**config.mk**
```make
export PLATFORM = sky130hd
export DESIGN_NAME = fp32_mul_exc
export DESIGN_NICKNAME = d
export VERILOG_FILES = /design/src/rtl/fp32_mul_exc_pkg.sv /design/src/rtl/fmx_classify.sv /design/src/rtl/fmx_special.sv /design/src/rtl/fmx_round_flags.sv /design/src/rtl/fp32_mul_exc.sv
export SDC_FILE = /design/constraint.sdc
export NUM_CORES = 2
export LEC_CHECK = 0
export CELL_PAD_IN_SITES_DETAIL_PLACEMENT = 1
export CELL_PAD_IN_SITES_GLOBAL_PLACEMENT = 1
export CORE_MARGIN = 4
export CORE_UTILIZATION = 30
export DETAILED_ROUTE_END_ITERATION = 6
export PLACE_DENSITY_LB_ADDON = 0.25
export SLEW_MARGIN = 25
export SYNTH_ARGS = -nofsm -noshare
export SYNTH_HDL_FRONTEND = slang
export SYNTH_SLANG_ARGS = --single-unit
```
**constraint.sdc**
```tcl
create_clock -name clk -period 5.9 [get_ports clk]
set_input_delay 0.885 -clock clk [delete_from_list [all_inputs] [get_ports clk]]
set_output_delay 0.885 -clock clk [all_outputs]
set_load 0.01 [all_outputs]
```
**src/rtl/fp32_mul_exc_pkg.sv**
```systemverilog
// Shared widths, flag positions and types for the multiply exception unit.
// Assumes IEEE-754 binary32 layout: sign, biased exponent, fraction.
package fp32_mul_exc_pkg;
    localparam int EXP_W   = 8;
    localparam int FRAC_W  = 23;
    localparam int WORD_W  = 1 + EXP_W + FRAC_W;
    localparam int SIG_W   = FRAC_W + 1;
    localparam int PROD_W  = 2 * SIG_W;
    localparam int REST_W  = PROD_W - SIG_W;
    localparam int BIAS    = (1 << (EXP_W - 1)) - 1;
    localparam int EXP_MAX = (1 << EXP_W) - 1;
    localparam int SE_W    = EXP_W + 3;
    localparam int FLAG_N  = 7;

    // Flag bit positions in the result vector
    localparam int FB_DBZ = 0;
    localparam int FB_INX = 1;
    localparam int FB_UNF = 2;
    localparam int FB_OVF = 3;
    localparam int FB_INV = 4;
    localparam int FB_IFZ = 5;
    localparam int FB_OFZ = 6;

    typedef enum logic [1:0] {
        RND_NEAR = 2'd0,
        RND_ZERO = 2'd1,
        RND_POS  = 2'd2,
        RND_NEG  = 2'd3
    } rnd_mode_e;

    typedef struct packed {
        logic is_zero;   // true zero or flushed denormal
        logic is_den;    // denormal that was flushed
        logic is_inf;
        logic is_nan;
    } op_class_t;
endpackage

```
**src/rtl/fmx_classify.sv**
```systemverilog
// Operand classifier: splits a binary32 word into exponent and significand
// with the hidden bit, and tags zero/denormal/infinity/NaN.
// Assumes flush-to-zero: a denormal is reported as zero as well.
module fmx_classify
    import fp32_mul_exc_pkg::*;
(
    input  logic [WORD_W-1:0] op,
    output op_class_t         cls,
    output logic [EXP_W-1:0]  expo,
    output logic [SIG_W-1:0]  sig
);
    logic exp_ones, exp_none, frac_any;

    // Field decode and class tagging
    always_comb begin
        expo        = op[WORD_W-2 -: EXP_W];
        sig         = {1'b1, op[FRAC_W-1:0]};
        exp_ones    = &expo;
        exp_none    = ~|expo;
        frac_any    = |op[FRAC_W-1:0];
        cls.is_nan  = exp_ones & frac_any;
        cls.is_inf  = exp_ones & ~frac_any;
        cls.is_den  = exp_none & frac_any;
        cls.is_zero = exp_none;
    end
endmodule

```
**src/rtl/fmx_special.sv**
```systemverilog
// Special-operand resolver: decides the flags outright when either operand
// is NaN, infinity or zero (after flushing), so no product is needed.
// Assumes both class inputs come from fmx_classify.
module fmx_special
    import fp32_mul_exc_pkg::*;
(
    input  op_class_t         cls_a,
    input  op_class_t         cls_b,
    output logic              special,
    output logic [FLAG_N-1:0] sflags
);
    logic any_nan, any_inf, any_zero, any_den;

    // Priority resolution of the special cases
    always_comb begin
        any_nan  = cls_a.is_nan  | cls_b.is_nan;
        any_inf  = cls_a.is_inf  | cls_b.is_inf;
        any_zero = cls_a.is_zero | cls_b.is_zero;
        any_den  = cls_a.is_den  | cls_b.is_den;
        sflags   = '0;
        special  = 1'b1;
        if (any_nan) begin
            sflags[FB_INV] = 1'b1;
        end else if (any_inf && any_zero) begin
            sflags[FB_INV] = 1'b1;
            sflags[FB_IFZ] = any_den;
        end else if (any_inf) begin
            sflags = '0;
        end else if (any_zero) begin
            sflags[FB_IFZ] = any_den;
        end else begin
            special = 1'b0;
        end
    end
endmodule

```
**src/rtl/fmx_round_flags.sv**
```systemverilog
// Normalise, round and flag: takes the raw significand product and the
// unnormalised exponent and returns the OVF/UNF/INX/OFZ flags.
// Assumes both operands were normal, so the product lies in [1,4).
module fmx_round_flags
    import fp32_mul_exc_pkg::*;
(
    input  logic [PROD_W-1:0]       prod,
    input  logic signed [SE_W-1:0]  exp_sum,
    input  logic                    sign,
    input  logic [1:0]              rmode,
    output logic [FLAG_N-1:0]       rflags
);
    localparam logic signed [SE_W-1:0] E_ZERO    = '0;
    localparam logic signed [SE_W-1:0] E_OFZ_MIN = SE_W'(1 - FRAC_W);
    localparam logic signed [SE_W-1:0] E_OVF     = SE_W'(EXP_MAX);

    logic                   hi, g_bit, s_bit, inexact, up;
    logic [SIG_W-1:0]       mant;
    logic [REST_W-1:0]      rest;
    logic signed [SE_W-1:0] e_n, e_r;

    // Normalisation and rounding decision
    always_comb begin
        hi    = prod[PROD_W-1];
        mant  = hi ? prod[PROD_W-1 -: SIG_W] : prod[PROD_W-2 -: SIG_W];
        rest  = hi ? prod[REST_W-1:0] : {prod[REST_W-2:0], 1'b0};
        e_n   = exp_sum + $signed({{(SE_W-1){1'b0}}, hi});
        g_bit = rest[REST_W-1];
        s_bit = |rest[REST_W-2:0];
        inexact = g_bit | s_bit;
        unique case (rnd_mode_e'(rmode))
            RND_NEAR: up = g_bit & (s_bit | mant[0]);
            RND_ZERO: up = 1'b0;
            RND_POS:  up = ~sign & inexact;
            RND_NEG:  up = sign & inexact;
            default:  up = 1'b0;
        endcase
        e_r = e_n + $signed({{(SE_W-1){1'b0}}, up & (&mant)});
    end

    // Flag assembly from the range of the result
    always_comb begin
        rflags = '0;
        if (e_n <= E_ZERO) begin
            rflags[FB_UNF] = 1'b1;
            rflags[FB_INX] = 1'b1;
            rflags[FB_OFZ] = (e_n >= E_OFZ_MIN);
        end else if (e_r >= E_OVF) begin
            rflags[FB_OVF] = 1'b1;
            rflags[FB_INX] = 1'b1;
        end else begin
            rflags[FB_INX] = inexact;
        end
    end
endmodule

```
**src/rtl/fp32_mul_exc.sv**
```systemverilog
// Three-stage pipelined single-precision multiply exception unit.
// Stage 1 classifies and resolves special cases, stage 2 multiplies the
// significands, stage 3 rounds and registers the flag vector.
// Assumes one operation per cycle at most; synchronous active-low reset.
module fp32_mul_exc
    import fp32_mul_exc_pkg::*;
(
    input  logic              clk,
    input  logic              rst_n,
    input  logic              issue_i,
    input  logic [WORD_W-1:0] op_a_i,
    input  logic [WORD_W-1:0] op_b_i,
    input  logic [1:0]        rmode_i,
    input  logic              guard_i,
    output logic              valid_o,
    output logic              wr_en_o,
    output logic [WORD_W-1:0] flags_o
);
    op_class_t              cls_a, cls_b;
    logic [EXP_W-1:0]       exp_a, exp_b;
    logic [SIG_W-1:0]       sig_a, sig_b;
    logic                   spec_c;
    logic [FLAG_N-1:0]      sflags_c, rflags_c;
    logic signed [SE_W-1:0] exp_sum_c;

    logic                   s1_valid, s1_guard, s1_sign, s1_special;
    logic [1:0]             s1_rm;
    logic [FLAG_N-1:0]      s1_sflags;
    logic signed [SE_W-1:0] s1_exp;
    logic [SIG_W-1:0]       s1_siga, s1_sigb;

    logic                   s2_valid, s2_guard, s2_sign, s2_special;
    logic [1:0]             s2_rm;
    logic [FLAG_N-1:0]      s2_sflags;
    logic signed [SE_W-1:0] s2_exp;
    logic [PROD_W-1:0]      s2_prod;

    fmx_classify u_cls_a (.op(op_a_i), .cls(cls_a), .expo(exp_a), .sig(sig_a));
    fmx_classify u_cls_b (.op(op_b_i), .cls(cls_b), .expo(exp_b), .sig(sig_b));

    fmx_special u_spec (
        .cls_a(cls_a), .cls_b(cls_b), .special(spec_c), .sflags(sflags_c)
    );

    // Unnormalised biased exponent of the product
    assign exp_sum_c = $signed({{(SE_W-EXP_W){1'b0}}, exp_a})
                     + $signed({{(SE_W-EXP_W){1'b0}}, exp_b})
                     - $signed(SE_W'(BIAS));

    // Stage 1: capture decoded operands and special-case result
    always_ff @(posedge clk) begin
        if (!rst_n) begin
            s1_valid   <= 1'b0;
            s1_guard   <= 1'b0;
            s1_sign    <= 1'b0;
            s1_special <= 1'b0;
            s1_rm      <= '0;
            s1_sflags  <= '0;
            s1_exp     <= '0;
            s1_siga    <= '0;
            s1_sigb    <= '0;
        end else begin
            s1_valid   <= issue_i;
            s1_guard   <= guard_i;
            s1_sign    <= op_a_i[WORD_W-1] ^ op_b_i[WORD_W-1];
            s1_special <= spec_c;
            s1_rm      <= rmode_i;
            s1_sflags  <= sflags_c;
            s1_exp     <= exp_sum_c;
            s1_siga    <= sig_a;
            s1_sigb    <= sig_b;
        end
    end

    // Stage 2: significand product
    always_ff @(posedge clk) begin
        if (!rst_n) begin
            s2_valid   <= 1'b0;
            s2_guard   <= 1'b0;
            s2_sign    <= 1'b0;
            s2_special <= 1'b0;
            s2_rm      <= '0;
            s2_sflags  <= '0;
            s2_exp     <= '0;
            s2_prod    <= '0;
        end else begin
            s2_valid   <= s1_valid;
            s2_guard   <= s1_guard;
            s2_sign    <= s1_sign;
            s2_special <= s1_special;
            s2_rm      <= s1_rm;
            s2_sflags  <= s1_sflags;
            s2_exp     <= s1_exp;
            s2_prod    <= s1_siga * s1_sigb;
        end
    end

    fmx_round_flags u_rnd (
        .prod(s2_prod), .exp_sum(s2_exp), .sign(s2_sign),
        .rmode(s2_rm), .rflags(rflags_c)
    );

    // Stage 3: select and register the final flag vector
    always_ff @(posedge clk) begin
        if (!rst_n) begin
            valid_o <= 1'b0;
            wr_en_o <= 1'b0;
            flags_o <= '0;
        end else begin
            valid_o <= s2_valid;
            wr_en_o <= s2_valid & s2_guard;
            flags_o <= {{(WORD_W-FLAG_N){1'b0}},
                        (s2_special ? s2_sflags : rflags_c)};
        end
    end
endmodule

```
==> impl_metrics.toml <==
[global_route]
gr-total-overflow = 0
grt_use_total_pct = 18.1
grt_pass1_wl_mm = 121
grt_max_degree = 91
antenna_found_initial = 4
grt_pass1_vias = 21500

[clocking]
numCtsBuffers = 17
clk_latency_ns = 0.44
cts_tree = "built"
htreeDepth = 4
path_clk_slew_ns = 0.06
cts-root-buf = "clkbuf_16"
cts_buffer_depth = 2
numClockSinks = 139

[routing]
drt_iter0_markers = 708
via_per_inst = 4.65
dr.pass1.iters = 6
avgRoutedWirePerCell_um = 19.3
drc = 0
num_vias = 18600
antenna_left = 0
drt-total-wl_mm = 77.6

[worst_setup_path]
critPathKind = "reg2reg"
cp-end-kind = "flip-flop"
cp_data_required_time_ns = 6.20
crit_top_cell = "fa_1"
path_max_fanout = 8
slowest_delay_ns = 0.54
slowest_stage = "fa_1"
crit_arrival_ns = 6.97
path_cells = "buf_12 -> buf_8 -> and2_1 -> fa_1 -> fa_1 -> inv_1 -> fa_1 -> fa_1 -> inv_1 -> fa_1 -> fa_1 -> inv_1 -> fa_1 -> inv_1 -> ha_4 -> and4_4 -> and3_4 -> nand3_4 -> a2111oi_4 -> o211ai_4 -> a31o_1 -> buf_6 -> nand3_2 -> o311ai_4"
startpoint_type = "flip-flop"

[sta]
setup_viol = 34
fmax_mhz = 150
layout_setup_ws_ns = -0.771
slew_viol_final = 0
fin_crit_sh_pct = 113
timing.hold.ws_ns = 0.430
period_minus_slack_ns = 6.67
tns_ns = -17.45
rsz0062_at_grt = "yes"
hold_viol_final = 0
relSlewSlack_pct = 46.8
fin_skew_ns = 0.0189
max_slew.worst_pin.slew_ns = 0.797

[layout]
area_growth_pct = 27.9
drive_gt1_share_pct = 20.3
fillCellCount = 9008
nNetsFinal = 3693

[yosys]
syn_inst = 2652
yosysWarnings = 0
yosysUniqueCellTypes = 68
yosysSeqAreaShare_pct = 11.6
avgSynthCellArea_um2 = 9.01
ys_ff_latch = 139
syn_area_um2 = 23900
synth-edff-count = 0
synth_flop_cell = "dfxtp_1"
ys_async_sr_fraction_pct = 0

[power_and_ir_drop]
leakage_uw = 0.0145
cellPowerDensity_nw_per_um2 = 322
total_power_uw = 9850
ir_worst_vdd_uv = 328

[floorplan]
die_w_um = 290
pin_count = 104
dieHeight_um = 290
fp.dieArea_um2 = 84200
floorplan.initialDensity_pct = 30.2
core_area_um2 = 79000
fp-row-count = 103

[run_status]
outcome = "finished, violations left"
violations = "setup timing"

[min_path]
hp-class = "reg2reg"

[run]
maxCapViolations = 0

[placed_design]
place_hpwl_mm = 62.6
portBuffers = 77
finalWeightedCongestion = 0.854
## flip-flops by register name (all words and copies together) (netlist names), 2 cells and up
signal / count
s2_exp: 10
s1_siga: 24
s1_sigb: 23
s1_sflags: 2
flags_o: 6
s2_prod: 48
s1_rm: 2
s2_rm: 2
s1_exp: 10
s2_sflags: 2
## layout by cell type, fill, tap and decap left out, drive strengths merged, types with 7 or more instances in the layout
master and count:
a211oi 7, a21o 20, a21oi 50, and2 379
and3 13, buf 315, clkbuf 22, clkdlybuf4s50 76
conb 26, dfxtp 139, fa 483, ha 193
inv 567, nand2 325, nand2b 8, nand3 14
nand4 23, nor2 73, nor3 26, nor4 22
o21ai 36, xnor2 30, xor2 19
## per-layer routing
| metal | vias up | track usage [%] | wire length, um |
|---|---|---|---|
| li1 | 8456 | - | - |
| met1 | 9764 | 23.7 | 33700 |
| met2 | 317 | 32.0 | 39300 |
| met3 | 86 | 2.47 | 3000 |
| met4 | 2 | 3.77 | 1570 |
| met5 | - | 0 | 20 |
## through the flow
step / utilization, % / std cells / instance area, um^2 / setup WS [ns]
3_5_place_dp: 35.3 / 3910 / 27900 / -1.06
3_3_place_gp: 35.3 / 3910 / 27900 / -0.874
4_1_cts: 37.3 / 3961 / 29400 / -0.782
6_report: 38.7 / 4009 / 30600 / -0.771
5_1_grt: 38.7 / 4009 / 30600 / -1.00
2_1_floorplan: - / 2677 / 24400 / -0.347
## worst max-delay path: cells and delay by family (launching register included)
kind | cells | cell delay (ns)
AO/OA/AOI/OAI | 4 | 1.01
AND/OR/NAND/NOR | 5 | 0.80
flip-flops | 1 | 0.32
adder cells (fa/ha/maj) | 8 | 3.73
buffers and inverters | 7 | 0.65
## kinds of logic (layout without fill, tap and decap cells)
kind of cell	Yosys count	count (layout)	share of synthesized area, %
xor+xnor	49	49	1.80
simple gates	909	909	19.7
buf+inv	708	989	11.5
fa+ha+maj	676	676	50.6
other cells	1	27	0.0157
compound gates	168	168	4.69
mux	2	2	0.0838
flops	139	139	11.6
## final timing paths
path                                   from           to  slack [ns]  depth (start not counted)
worst min-delay path               s1_guard     s2_guard        0.43                          1
worst min register to register     s1_guard     s2_guard        0.43                          1
worst max-delay path            s1_siga[10]  s2_prod[46]       -0.77                         24
worst max register to register  s1_siga[10]  s2_prod[46]       -0.77                         24
## area by class of cell
| class | instances | area, um^2 | area share (%) |
|---|---|---|---|
| diodes | 1 | 2.50 | 0.00819 |
| inverters | 565 | 2120 | 6.95 |
| flip-flops and latches | 139 | 2880 | 9.41 |
| multi-input cells | 1830 | 19600 | 64.3 |
| repair buffers | 394 | 3950 | 12.9 |
| well taps | 1050 | 1310 | 4.30 |
| clock inverters | 10 | 188 | 0.614 |
| clock buffers | 20 | 467 | 1.53 |
## synthesized netlist by cell type, types with 26 or more instances
library cell,number,area (um^2)
a21oi_1,49,245
and2_1,379,2370
buf_4,26,195
clkbuf_1,115,432
dfxtp_1,139,2780
fa_1,483,9670
ha_1,193,2410
inv_1,565,2120
nand2_1,324,1220
nor2_1,73,274
o21ai_0,30,150
xnor2_1,30,263
## timing repair
action,CTS,global route
gates resized for setup,188,175
setup buffers,20,48
hold buffers,0,0
gates cloned,2,3
pin swaps,92,111
endpoints found under the setup margin,36,36
## power breakdown
part           internal [uW]  leakage (uW)  switching [uW]  total (uW)
sequential              1090       0.00117            75.8        1160
combinational           3500        0.0130            3960        7470
clock                    781      0.000315             436        1220
Power figures use the tool's default switching activity.
